$ cat config.mk
export PLATFORM = sky130hd
export DESIGN_NAME = usb_suspend_ctl
export DESIGN_NICKNAME = d
export VERILOG_FILES = /design/src/rtl/usb_susp_pkg.sv /design/src/rtl/usb_ms_tick.sv /design/src/rtl/usb_idle_timer.sv /design/src/rtl/usb_wake_guard.sv /design/src/rtl/usb_suspend_ctl.sv
export SDC_FILE = /design/constraint.sdc
export NUM_CORES = 1
export LEC_CHECK = 0
export BUFFER_PORTS_ARGS = -buffer_cell sky130_fd_sc_hd__buf_2
export CORE_MARGIN = 10
export CORE_UTILIZATION = 40
export CTS_CLUSTER_SIZE = 28
export DETAILED_ROUTE_END_ITERATION = 8
export GPL_ROUTABILITY_DRIVEN = 0
export SYNTH_ARGS = -nofsm -noshare
export SYNTH_HDL_FRONTEND = slang
export SYNTH_SLANG_ARGS = --single-unit
$ cat constraint.sdc
create_clock -name clk -period 3.4 [get_ports clk]
set_clock_uncertainty 0.15 [all_clocks]
set_input_delay 0.17 -clock clk [delete_from_list [all_inputs] [get_ports clk]]
set_output_delay 0.17 -clock clk [all_outputs]
set_load 0.01 [all_outputs]
$ cat src/rtl/usb_susp_pkg.sv
package usb_susp_pkg;

    localparam int unsigned PRESC_W = 16;

    typedef logic [PRESC_W-1:0] presc_t;

    typedef enum logic [1:0] {
        ST_RUN  = 2'd0,
        ST_SUSP = 2'd1,
        ST_WAKE = 2'd2
    } susp_state_e;

    typedef struct packed {
        logic susp_pulse;
        logic resume_pulse;
    } irq_pair_t;

    // Terminal count of the prescaler; 0 and 1 both give a tick every cycle.
    function automatic presc_t tick_last(input presc_t cycles);
        if (cycles <= presc_t'(1)) begin
            return presc_t'(0);
        end
        return cycles - presc_t'(1);
    endfunction

endpackage

$ cat src/rtl/usb_ms_tick.sv
module usb_ms_tick
    import usb_susp_pkg::*;
(
    input  logic   clk,
    input  logic   rst,
    input  logic   clr,
    input  presc_t cycles,
    output logic   tick
);
    presc_t cnt_q;
    presc_t last;

    assign last = tick_last(cycles);
    assign tick = !clr && (cnt_q == last);

    always_ff @(posedge clk) begin
        if (rst || clr) begin
            cnt_q <= '0;
        end else if (tick) begin
            cnt_q <= '0;
        end else begin
            cnt_q <= cnt_q + presc_t'(1);
        end
    end
endmodule

$ cat src/rtl/usb_idle_timer.sv
module usb_idle_timer #(
    parameter int unsigned IDLE_MS = 3
) (
    input  logic clk,
    input  logic rst,
    input  logic run,
    input  logic activity,
    input  logic tick,
    output logic expire
);
    localparam int unsigned CW = $clog2(IDLE_MS + 1);
    localparam logic [CW-1:0] LAST = CW'(IDLE_MS - 1);

    logic [CW-1:0] ms_q;

    assign expire = run && !activity && tick && (ms_q == LAST);

    always_ff @(posedge clk) begin
        if (rst || !run || activity) begin
            ms_q <= '0;
        end else if (tick && (ms_q != CW'(IDLE_MS))) begin
            ms_q <= ms_q + CW'(1);
        end
    end
endmodule

$ cat src/rtl/usb_wake_guard.sv
module usb_wake_guard #(
    parameter int unsigned LIMIT_MS = 15
) (
    input  logic clk,
    input  logic rst,
    input  logic run,
    input  logic tick,
    output logic overrun
);
    localparam int unsigned CW = $clog2(LIMIT_MS + 2);
    localparam logic [CW-1:0] LIMIT = CW'(LIMIT_MS);

    logic [CW-1:0] ms_q;
    logic          ovr_q;

    assign overrun = ovr_q;

    always_ff @(posedge clk) begin
        if (rst || !run) begin
            ms_q  <= '0;
            ovr_q <= 1'b0;
        end else if (tick && !ovr_q) begin
            ms_q <= ms_q + CW'(1);
            if (ms_q == LIMIT) begin
                ovr_q <= 1'b1;
            end
        end
    end
endmodule

$ cat src/rtl/usb_suspend_ctl.sv
module usb_suspend_ctl
    import usb_susp_pkg::*;
#(
    parameter int unsigned IDLE_MS       = 3,
    parameter int unsigned WAKE_LIMIT_MS = 15
) (
    input  logic               clk,
    input  logic               rst,
    input  logic [PRESC_W-1:0] ms_cycles,
    input  logic               bus_active,
    input  logic               resume_seen,
    input  logic               susp_irq_en,
    input  logic               resume_irq_en,
    input  logic               wake_req,
    output logic               suspended,
    output logic               phy_suspend,
    output logic               resume_drive,
    output logic               susp_irq,
    output logic               resume_irq,
    output logic               wake_overrun
);
    susp_state_e state_q, state_d;
    irq_pair_t   irq_q, irq_d;

    logic idle_run, idle_clr, idle_tick, idle_expire;
    logic wake_run, wake_tick;

    assign idle_run = (state_q == ST_RUN);
    assign idle_clr = !idle_run || bus_active;
    assign wake_run = (state_q == ST_WAKE) && wake_req;

    // Separate prescalers so each measurement starts on its own boundary.
    usb_ms_tick i_idle_tick (
        .clk    (clk),
        .rst    (rst),
        .clr    (idle_clr),
        .cycles (ms_cycles),
        .tick   (idle_tick)
    );

    usb_idle_timer #(.IDLE_MS(IDLE_MS)) i_idle (
        .clk      (clk),
        .rst      (rst),
        .run      (idle_run),
        .activity (bus_active),
        .tick     (idle_tick),
        .expire   (idle_expire)
    );

    usb_ms_tick i_wake_tick (
        .clk    (clk),
        .rst    (rst),
        .clr    (!wake_run),
        .cycles (ms_cycles),
        .tick   (wake_tick)
    );

    usb_wake_guard #(.LIMIT_MS(WAKE_LIMIT_MS)) i_guard (
        .clk     (clk),
        .rst     (rst),
        .run     (wake_run),
        .tick    (wake_tick),
        .overrun (wake_overrun)
    );

    always_comb begin
        state_d = state_q;
        irq_d   = '0;
        unique case (state_q)
            ST_RUN: begin
                if (idle_expire) begin
                    state_d          = ST_SUSP;
                    irq_d.susp_pulse = susp_irq_en;
                end
            end
            ST_SUSP: begin
                // Host resume wins over a simultaneous software request.
                if (resume_seen) begin
                    state_d            = ST_RUN;
                    irq_d.resume_pulse = resume_irq_en;
                end else if (wake_req) begin
                    state_d = ST_WAKE;
                end
            end
            ST_WAKE: begin
                if (!wake_req) begin
                    state_d = ST_RUN;
                end
            end
            default: state_d = ST_RUN;
        endcase
    end

    always_ff @(posedge clk) begin
        if (rst) begin
            state_q <= ST_RUN;
            irq_q   <= '0;
        end else begin
            state_q <= state_d;
            irq_q   <= irq_d;
        end
    end

    assign suspended    = (state_q == ST_SUSP);
    assign phy_suspend  = (state_q == ST_SUSP);
    assign resume_drive = (state_q == ST_WAKE);
    assign susp_irq     = irq_q.susp_pulse;
    assign resume_irq   = irq_q.resume_pulse;
endmodule

==> results list <==
* Outcome: complete, no violations
* Number of buffers between clock root and the deepest sink: 2
- For the final routed database, the setup TNS stands at 0 ps.
* Slew @ Worst Pin: 481.1 ps
* Family with the most delay on the worst path: simple AND/OR/NAND/NOR gates
* Count of synthesis-stage warnings from yosys: 0
- The routed layout has 3073 vias.
* Proportion of register bits with asynchronous set or reset after synthesis: 0%
- Top area cells in the synthesized netlist: dfxtp_1, xor2_1, nor2_1
- Once the floorplan was initialized, standard cells occupied 40.56% of the core.
- Most frequently used flop master after synthesis: dfxtp_1
- The critical path contains buffers and inverters numbering 2 combined.
- CP cell instances: buf_2 -> or4_4 -> or4_4 -> xnor2_1 -> or4b_4 -> o311a_1 -> or4_1 -> buf_4 -> or3_1 -> a21oi_1
- The worst path in the final design needs a cycle of 3231 ps, including I/O delays and setup.
- Max-slew violation total from the final report: 0
- Count of flip-flops with a built-in enable after synthesis: 0
- Post CTS Setup Buffer Count: 0
- Pwr Density: 272.3 nW/um2
- Post-route DRC violation count: 0
* Design area: 3959 um2
- The number of different library cells used by synthesis comes to 72.
* Register bit count reported by yosys: 44
* Critical Path RT: 3480 ps
- Leading area contributor after synthesis: dfxtp_1
- Clock-pin transition on the worst setup and hold timing paths: 80 ps
* Share of the synthesized area in the top cell type: 26.70%
* Count of maximum capacitance violations: 0
- DRT Wirelength: 8.904 mm
* CTS root buf: clkbuf_8
- Before antenna repair, the detailed router went through 4 iterations.
* Cell Area, Synth: 3299 um2
- Data arrives at the worst endpoint at 3310 ps.
- In this run the cell area measured after placement is 3797 um2.
- Headroom to the max-slew limit came out at 67.86%.
- Depth of the CTS H-tree: 2
- Counting the buffers created by CTS gives 5.
* Final Util: 48.67%
* Start point of the worst min-delay path: resume_seen
* Die width: 110.8 um
- The HPWL after detailed placement is 7.001 mm.
* Count of placed standard cells including taps: 557
- Floorplan row count: 33
- Worst hold-check path type: input port to register
* First-pass GRT wire length: 14.86 mm
- Hold violation count in the final report: 0
- Critical-path cell with the highest stage delay: or4_4
- The worst setup path is captured at a register.
* Sum of overflow across all layers after global routing: 0
* Fraction of layout cells with a size suffix above 1: 23.44%
- The number of global-route vias before repair came to 3069.
- Clock latency on the worst-skew pair: 300 ps
- Leakage: 1.459 nW
- Total power draw: 1.078 mW
- The worst path uses 95.03% of the clock period.
- In this run the worst setup path begins at ms_cycles[3].
- Proportion of synthesized chip area in sequential cells: 26.70%
* 1st-iter DRT viols: 232
- Among the stages of the critical path, the cell type that occurs most often is or4_4.
- Worst slack at placement: -143.0 ps
* Crit path largest cell delay: 550 ps
* CP max FO: 6
- Fin cells: 570
- Setup repair after global routing left no endpoint under its margin.
- Average wire per cell in the routed design: 15.62 um
- Final setup violation count: 0
- Remaining number of nets flagged by the antenna check after routing: 0
- Measured along the y axis, the die boundary spans 110.8 um.
* Startpoint of the worst register-to-register path: state_q[1]
- Floorplan core area: 8134 um2
* Worst-case register-to-register setup slack: 530 ps
- Critical path launch point type: input port
- Entering global routing, the biggest net connects 17 pins.
* Worst hold slack across all endpoints: 56.17 ps
- Global routing consumed, over all layers together, 14.16% of the routing resources.
* Maximum clock frequency: 309.5 MHz
* Synthesized net count: 432
- The die covers 12280 um2.
- For this run, the post-layout net count is 495.
- The setup path with the least slack is of type input port to register.
- Ant. Diodes: 0
- IR analysis of the VDD net gives a maximum drop of 181.3 uV.
* Number of standard cells after synthesis: 401
- Slack of the critical path: 169.0 ps
- Area growth from synthesis to final layout: 19.98%
* Clk sinks: 44
* Port-buffer cells: 28
* Mean number of vias per cell: 5.391
* I/O Pins: 29
- TritonCTS clock tree: done
- After synthesis, the mean cell area works out to 8.228 um2.
* Number of antenna violations at the first check in global routing: 0
[sequential cells by signal, indices dropped and copies added (netlist names)]
signal and cells:
i_guard.ms_q 5, i_guard.overrun 1, i_idle.ms_q 2, i_idle_tick.cnt_q 16
i_wake_tick.cnt_q 16, resume_irq 1, state_q 2, susp_irq 1
[report_power, final]
| part | switching, mW | internal, mW | total [mW] |
|---|---|---|---|
| registers | 0.00191 | 0.516 | 0.518 |
| logic | 0.0843 | 0.0788 | 0.163 |
| clock network | 0.179 | 0.218 | 0.397 |
[final timing paths]
kind                      to  cells after the start
max          i_guard.ms_q[0]                     10
min reg2reg  i_guard.ms_q[4]                      2
min               state_q[1]                      4
max reg2reg   i_idle.ms_q[1]                      8
[cells in the mapped netlist, types with 4 or more instances]
library cell   n
a21oi_1       15
a31oi_1        4
and3_1         7
and4_1         5
buf_2          4
buf_4          4
buf_6          5
clkbuf_1       9
dfxtp_1       44
ha_1           8
inv_1         15
nand2_1       21
nand2b_1       4
nand3_1       12
nand4_1       12
nor2_1        56
nor3_1        14
nor4_1         6
o21ai_0       13
o22ai_1        4
or2_2          5
or3_1          6
or4_1          6
or4_4          5
xnor2_1       20
xor2_1        28
[metal layers]
layer | share of wire, % | GRT usage [%] | vias up
met5 | 0 | 0 | -
met4 | 2.0 | 4.514 | 0
met3 | 2.5 | 2.219 | 14
met2 | 50 | 25.16 | 43
met1 | 46 | 16.85 | 1447
li1 | - | - | 1569
[worst reg2reg max path: cells and delay by family (launching register included)]
kind,cells,cell delay [ps]
AOI/OAI and AO/OA,5,1120
and+or+nand+nor,2,1020
DFF,1,320
buffers and inverters,1,180
[logic make-up (layout without fill, tap and decap cells)]
logic type | after synthesis | in the layout | share of synthesized area [%]
buffers and inverters | 38 | 102 | 6.181
muxes | 3 | 3 | 0.9859
and+or+nand+nor | 186 | 186 | 32.04
AOI/OAI and AO/OA | 69 | 69 | 15.02
xor gates and xnor gates | 53 | 53 | 16.04
DFF | 44 | 44 | 26.70
adders and majority gates | 8 | 8 | 3.034
[area by class of cell]
cell class | instances | area [um2]
well taps | 105 | 131.4
flip-flops and latches | 44 | 880.8
multi-input cells | 319 | 2222
fillers | 785 | 4175
repair buffers | 79 | 560.5
clock buffers | 6 | 72.57
inverters | 15 | 56.30
clock inverters | 2 | 35.03
[layout by cell type (no fill, tap or decap), types with 12 or more instances in the layout]
cell and count:
nor2_1 56, dfxtp_1 44, buf_4 44, xor2_1 28, buf_2 28, nand2_1 21
xnor2_1 20, inv_1 15, a21oi_1 15, nor3_1 14, o21ai_0 13, nand3_1 12
nand4_1 12
[timing repair]
item	in CTS	in global routing
setup endpoints to repair	0	1
gates resized for setup	0	1
hold endpoints to repair	4	0
hold buffers	5	0
No activity file was read; power rests on OpenSTA's default activity.
